--- src/rtl/dlfc_pkg.sv ---
package dlfc_pkg;
    // Frame geometry; positions are fixed by the frame format
    localparam int FRAME_W  = 320;
    localparam int CRC_W    = 32;
    localparam int CRC_SPAN = FRAME_W - CRC_W;
    localparam int ID_W     = 16;
    localparam int CHAN_N   = 8;
    localparam int CNT8_W   = 8;
    localparam int ADC_W    = 12;
    localparam int CHAN_W   = CNT8_W + ADC_W;
    localparam int FID_HI   = 319;
    localparam int CARD_HI  = 303;
    localparam int CHAN_HI  = 255;
    localparam int NUM_LINK = 2;
    localparam int NUM_CNT  = 7;

    localparam logic [CRC_W-1:0] CRC_POLY = 32'h04C1_1DB7;
    localparam logic [CRC_W-1:0] CRC_INIT = 32'hFFFF_FFFF;

    // Counter slots
    localparam int C_CRC_A = 0;
    localparam int C_CRC_B = 1;
    localparam int C_DIFF  = 2;
    localparam int C_CARD  = 3;
    localparam int C_FID   = 4;
    localparam int C_LOST0 = 5;

    typedef enum logic [1:0] {
        S_IDLE,
        S_WAIT,
        S_CRC,
        S_CHECK
    } dlfc_state_t;
endpackage

--- src/rtl/dlfc_copy_eval.sv ---
module dlfc_copy_eval
    import dlfc_pkg::*;
(
    input  logic [FRAME_W-1:0] frame,
    input  logic [CRC_W-1:0]   crc_calc,
    input  logic               present,
    input  logic [ID_W-1:0]    card_exp,
    input  logic               have_ref,
    input  logic [ID_W-1:0]    exp_id,
    output logic               crc_ok,
    output logic               card_bad,
    output logic               valid,
    output logic               id_jump,
    output logic [ID_W-1:0]    gap
);
    logic [ID_W-1:0] fid;
    logic [ID_W-1:0] card;

    assign fid  = frame[FID_HI -: ID_W];
    assign card = frame[CARD_HI -: ID_W];

    always_comb begin
        crc_ok   = present && (crc_calc == frame[CRC_W-1:0]);
        card_bad = crc_ok && (card != card_exp);
        valid    = crc_ok && (card == card_exp);
        id_jump  = valid && have_ref && (fid != exp_id);
        gap      = fid - exp_id;
    end
endmodule

--- config.mk ---
export PLATFORM = sky130hd
export DESIGN_NAME = dlfc_copy_eval
export DESIGN_NICKNAME = d
export VERILOG_FILES = /design/src/rtl/dlfc_pkg.sv /design/src/rtl/dlfc_copy_eval.sv
export SDC_FILE = /design/constraint.sdc
export NUM_CORES = 1
export LEC_CHECK = 0
export ABC_CLOCK_PERIOD_IN_PS = 1200
export BUFFER_PORTS_ARGS = -buffer_cell sky130_fd_sc_hd__buf_4
export CAP_MARGIN = 20
export CORE_AREA = 8 8 154 156
export DETAILED_ROUTE_END_ITERATION = 6
export DIE_AREA = 0 0 162 164
export GPL_TIMING_DRIVEN = 0
export SLEW_MARGIN = 20
export SYNTH_ARGS = -nofsm -noshare
export SYNTH_HDL_FRONTEND = slang
export SYNTH_SLANG_ARGS = --single-unit
--- constraint.sdc ---
create_clock -name vclk -period 1.2
set_input_delay 0 -clock vclk [all_inputs]
set_output_delay 0 -clock vclk [all_outputs]
set_load 0.03 [all_outputs]
======== Word level (Yosys, flattened, before mapping) ========
Index checks and enable logic that the tools add are counted.
cells by class
  add/sub/neg operators ................... 1
  equality and inequality tests ........... 4
  reduce and logical (&&, ||, !) cells .... 5
operators with widths
  cell               number
  $eq 32x32->1       1
  $ne 16x16->1       2
  $eq 16x16->1       1
  $sub 16x16->16     1
  $logic_and 1x1->1  5
storage, ports and cells
  bits in registers ....................... 0
  input port bits ......................... 386
  output and inout bits ................... 20
  word-level logic and storage cells ...... 10

======== Depth between registers and ports, before layout ========
Gate-level depths: netlist (run 1).
  depth after elaboration ................. 5
  depth in mapped cells ................... 8
  gate-level depth less buffers ........... 8

======== Worst setup path before layout (run 1) ========
Ideal clock, no wire load.
  path kind ............................... input-to-output
  start ................................... in frame[304]
  end ..................................... out gap[14]
  arrival ................................. 2.021 ns
  data required time ...................... 1.200 ns
  path slack .............................. -0.821 ns
  cell stages on the path ................. 8
  buffers on the path ..................... 0
  path through ............................ inv_1 > ha_1 > fa_1 > nor2b_1 > o31a_1 > o211ai_2 > nor4b_1 > a311oi_1
between the ends
  longest elaborated chain between the ends .. 1
RTL lines
  element         RTL line              text
  from (decl)     dlfc_copy_eval.sv:4   input logic [FRAME_W-1:0] frame,
  $sub 16x16->16  dlfc_copy_eval.sv:27  gap = fid - exp_id;
  to (decl)       dlfc_copy_eval.sv:14  output logic [ID_W-1:0] gap
Every way passes these cells.

======== Worst setup path after layout (run 1) ========
  start ................................... in exp_id[11]
  end ..................................... out gap[14]
between the ends
  longest elaborated chain between the ends .. 1
RTL lines
  element         RTL line              text
  from (decl)     dlfc_copy_eval.sv:9   input logic [ID_W-1:0] exp_id,
  $sub 16x16->16  dlfc_copy_eval.sv:27
Every way passes these cells.

==> flow_summary.yaml, run 1 <==
flow_run:
  drv_cap: 0
detailed_routing:
  drt-pass1-iter-count: 4
  drc: 0
  wl_met1_mm: 3.83
  via_per_inst: 3.22
  vias: 2097
  detail-route-antenna-nets: 0
  route.met3.wl_mm: 1.57
  wl_mm: 10.1
  wl_met2_mm: 4.58
  drt_iter0_markers: 27
  highest_layer: "met5"
  post_drt_wl_per_cell_microns: 15.5
power:
  peakVddDrop_mv: 0.141
  powerDensity_nw_per_um2: 531
  p_leak_uw: 0.00164
final_layout:
  nClkBuffers: 0
  final_area_sq_um: 3840
  drive_gt1_share_pct: 69.2
  flops_and_latches: 0
  area_growth_pct: 166
  regArea_sq_um: 0
  fillers: 2435
  nets: 774
timing:
  fin_crit_ps: 1640
  rsz0062_at_grt: "yes"
  worst_slack_ps: -444
  worst_pin_slew_ps: 441
  final_hold_viol_count: 0
  fin_crit_sh_pct: 137
  setup-violations-final: 16
  fmax_mhz: 608
  slew_violations: 0
  slew_headroom_pct: 70.4
logic_synthesis:
  yosys_warnings: 0
  syn_nets: 597
  avgSynthCellArea_sq_um: 7.40
  synth_cell_types: 40
  synth-seq-area-share_pct: 0
  syn-cell-area_sq_um: 1440
  syn_inst: 195
worst_setup_path:
  critical_path_class: "in2out"
  cp.arrival_ps: 1640
  crit_fanout: 6
  worstPathCellList: "buf_4 -> inv_1 -> ha_4 -> a21o_1 -> a21oi_2 -> o21bai_4 -> mux2_4 -> a311oi_4 -> buf_6"
  critical_path.max_stage_delay_ps: 320
  cp.required_ps: 1200
  setup.worst_path.start: "exp_id[11]"
  worstSetupEndpoint: "gap[14]"
  endpoint_kind: "output pin"
  critPathSlowestCell: "mux2_4"
  cp-start-kind: "input port"
global_routing:
  grt_max_degree: 7
  overflow: 0
  grt_pass1_wl_mm: 14.4
  antenna_found_initial: 7
  grt_usage_pct: 7.30
  grt_pass1_vias: 2401
floorplan:
  fp-row-count: 54
  die_h_microns: 164
  die_w_microns: 162
  initial_utilization_pct: 6.76
  coreArea_sq_um: 21400
  io_pins: 406
  die-area_sq_um: 26600
status:
  violations: "negative setup slack"
  status: "finished with violations"
placed_design:
  placed_cell_area_sq_um: 3170
  portBuffers: 150
  place_ws_ps: -608
  place_congestion: 0.712
  post-dp-hpwl_mm: 9.17
worst_hold_path:
  holdCritPathClass: "in2out"
  hold_path_startpoint: "have_ref"
==> synth_stat cells (2+ instances only) <==
library cell  count  area (sq um)
nand3_1           6          30.0
xor2_1           20           175
a21boi_0          2          15.0
a211oi_1          3          22.5
nand2b_1          4          25.0
and3_1            2          12.5
a21o_1            2          15.0
o21ai_0           6          30.0
xnor2_1          36           315
nand4_1           7          43.8
o21a_1            6          45.0
a21oi_2           2          17.5
nor4_1            6          37.5
nor3_1            3          15.0
ha_1             15           188
nand2_1           7          26.3
or3_1             3          18.8
inv_1            24          90.1
nor2_1           10          37.5
o21ai_1           2          10.0
a21oi_1           7          35.0
nor2b_1           4          25.0
==> cells by family after synthesis <==
group           count (synthesis)  synth area share, %
fa+ha+maj                      16                 14.4
buf+inv                        25                 7.02
xor+xnor                       56                 34.0
simple gates                   55                 21.3
mux                             1                0.780
compound gates                 42                 22.5
==> layout by cell type (no fill, tap or decap), types with 4 or more instances in the layout <==
cell,n
inv_4,4
xnor2_2,8
nand3_1,5
xor2_1,19
nor2_1,6
o21a_1,4
nand2_1,5
buf_4,136
a21oi_4,5
ha_4,11
inv_1,17
nor2_4,4
xnor2_1,27
buf_8,4
buf_6,36
nand4_1,7
==> critical path, delay by kind of cell <==
| family | cells | cell delay, ps |
|---|---|---|
| AOI/OAI and AO/OA | 4 | 740 |
| adders and majority gates | 1 | 220 |
| buffers and inverters | 3 | 350 |
| muxes | 1 | 320 |
==> metrics by stage <==
stage / power, uW / instances / util, % / hold slack (ps) / TNS, ps
after floorplan: 947 / 195 / - / 209 / -1850
final: 2040 / 651 / 18.0 / 368 / -4650
after global placement: 1650 / 625 / 14.8 / 422 / -7430
after CTS: 2010 / 647 / 17.3 / 378 / -5110
after detailed placement: 1660 / 625 / 14.8 / 430 / -7670
after global routing: 2200 / 650 / 18.0 / 398 / -5830
==> final cells by class <==
| type | count | area, sq um | area share, % |
|---|---|---|---|
| Antenna cell | 1 | 2.50 | 0.0652 |
| Inverter | 24 | 113 | 2.93 |
| Multi-Input combinational cell | 170 | 1890 | 49.1 |
| Buffer | 1 | 11.3 | 0.293 |
| Tap cell | 280 | 350 | 9.13 |
| Timing Repair Buffer | 175 | 1480 | 38.4 |
==> worst min path at each step <==
stage	cells after the start	to	slack, ps
2_1_floorplan	2	id_jump	210
3_3_place_gp	4	gap[0]	420
3_5_place_dp	4	gap[0]	430
4_1_cts	4	id_jump	380
5_1_grt	4	id_jump	400
6_report	4	id_jump	370
==> power breakdown <==
| part | internal (uW) | switching [uW] |
|---|---|---|
| logic | 1100 | 943 |
| clock network | 0.000111 | 0 |
| registers | 0 | 0 |
==> what timing repair did <==
| action | CTS | global route |
|---|---|---|
| pin swaps | 36 | 24 |
| endpoints found under the setup margin | 17 | 17 |
| hold buffers | 0 | 0 |
| setup buffers | 23 | 9 |
| gates resized for setup | 88 | 26 |
==> per-layer routing <==
metal / vias up / track usage, %
met4: 14 / 0
met5: - / 0
met2: 96 / 12.1
met3: 14 / 5.31
met1: 937 / 7.92
li1: 1036 / -
(Power assumes the default switching activity.)
==> inputs of run 2 (changes only) <==
- PLACE_DENSITY: not set -> 0.43
==> flow_summary.yaml, run 2 (same netlist as run 1, synthesis figures left out) <==
placed_design:
  dp.cells: 625
  place_congestion: 0.700
  post-dp-hpwl_mm: 9.12
  place_ws_ps: -703
  portBuffers: 150
worst_setup_path:
  cp.arrival_ps: 1710
  cp.required_ps: 1200
  crit_fanout: 3
  endpoint_kind: "output pin"
  critical_path_class: "in2out"
  cp-start-kind: "input port"
global_routing:
  grt_pass1_wl_mm: 13.7
  antenna_found_initial: 6
  overflow: 0
  grt_usage_pct: 6.94
  grt_max_degree: 9
  grt_pass1_vias: 2298
power:
  p_leak_uw: 0.00169
  clockPowerShare_pct: 0
  peakVddDrop_mv: 0.139
  combPwrFrac_pct: 100.0
  power_switching_uw: 964
  pwr-share-seq_pct: 0
  p_sw_share_pct: 47.2
  powerDensity_nw_per_um2: 534
  p_int_uw: 1080
timing:
  fin_crit_sh_pct: 142
  final_hold_viol_count: 0
  slew_violations: 0
  rsz0062_at_grt: "yes"
  worst_slack_ps: -510
  worst_pin_slew_ps: 527
  fin_crit_ps: 1710
  slew_headroom_pct: 64.6
  holdWs_ps: 385
  setup-violations-final: 17
  fmax_mhz: 585
final_layout:
  final_cell_mix: "131 x buf_4, 34 x buf_6, 20 x xor2_1"
  area_growth_pct: 165
  nClkBuffers: 0
  stdcell_count: 642
  insertedDiodeCount: 0
  fillers: 2433
  layout.cells.most_common: "buf_4"
  flops_and_latches: 0
  drive_gt1_share_pct: 69.6
  fin_util_pct: 17.9
  nets: 766
  multi_input_area_sq_um: 1960
  regArea_sq_um: 0
worst_hold_path:
  whs_path_depth: 4
  holdCritPathClass: "in2out"
floorplan:
  die_w_microns: 162
  fp-row-count: 54
  die-area_sq_um: 26600
  coreArea_sq_um: 21400
  die_h_microns: 164
  initial_utilization_pct: 6.76
  io_pins: 406
detailed_routing:
  via_per_inst: 3.25
  wl_mm: 9.90
  drt_iter0_markers: 36
  post_drt_wl_per_cell_microns: 15.4
  vias: 2088
  drc: 0
  detail-route-antenna-nets: 0
  drt-pass1-iter-count: 3
flow_run:
  drv_cap: 0
status:
  status: "finished with violations"
  violations: "negative setup slack"
## run 2: critical path, stage by stage
cell and delay (ps):
buf_8 100, inv_8 40, ha_4 130, fa_2 210, nor2b_2 50, o31a_1 290
o21a_2 250, a211oi_2 320, xnor2_2 160, buf_6 150
## run 2: power by group through the flow
stage               Sequential (uW)  Clock [uW]  Combinational, uW
CTS                               0           0               2000
finish                            0           0               2040
global placement                  0           0               1680
floorplan                         0           0                947
detailed placement                0           0               1680
global route                      0           0               2190
## run 2: what timing repair did
item / in CTS / in global routing
hold buffers: 0 / 0
pin swaps: 33 / 21
setup buffers: 15 / 2
endpoints found under the setup margin: 17 / 17
gates resized for setup: 79 / 30
## run 2: layout make-up
cell class                      instances  area share, %
Buffer                                  1          0.295
Inverter                               24           2.68
Multi-Input combinational cell        170           51.2
Tap cell                              280           9.17
Timing Repair Buffer                  167           36.6
## run 2: metal layers
metal  global-route usage (%)  wire length, microns  share of wire [%]  up-vias
met5                        0                    78               0.79        -
met4                        0                    16               0.16       12
met3                     6.32                  1880                 19       12
met2                     11.2                  4440                 45       89
met1                     6.94                  3490                 35      953
li1                         -                     -                  -     1022
## run 2: per-stage QoR
step | total power [uW] | area [sq um] | TNS [ps]
after floorplan | 947 | 1690 | -1850
after global placement | 1680 | 3170 | -8510
after detailed placement | 1680 | 3170 | -8450
after CTS | 2000 | 3640 | -5960
after global routing | 2190 | 3820 | -6680
final | 2040 | 3820 | -5460
## run 2: path summary, 6_finish.rpt
check	endpoint	slack, ps	startpoint
setup / recovery	gap[12]	-510	frame[304]
hold / removal	id_jump	380	have_ref
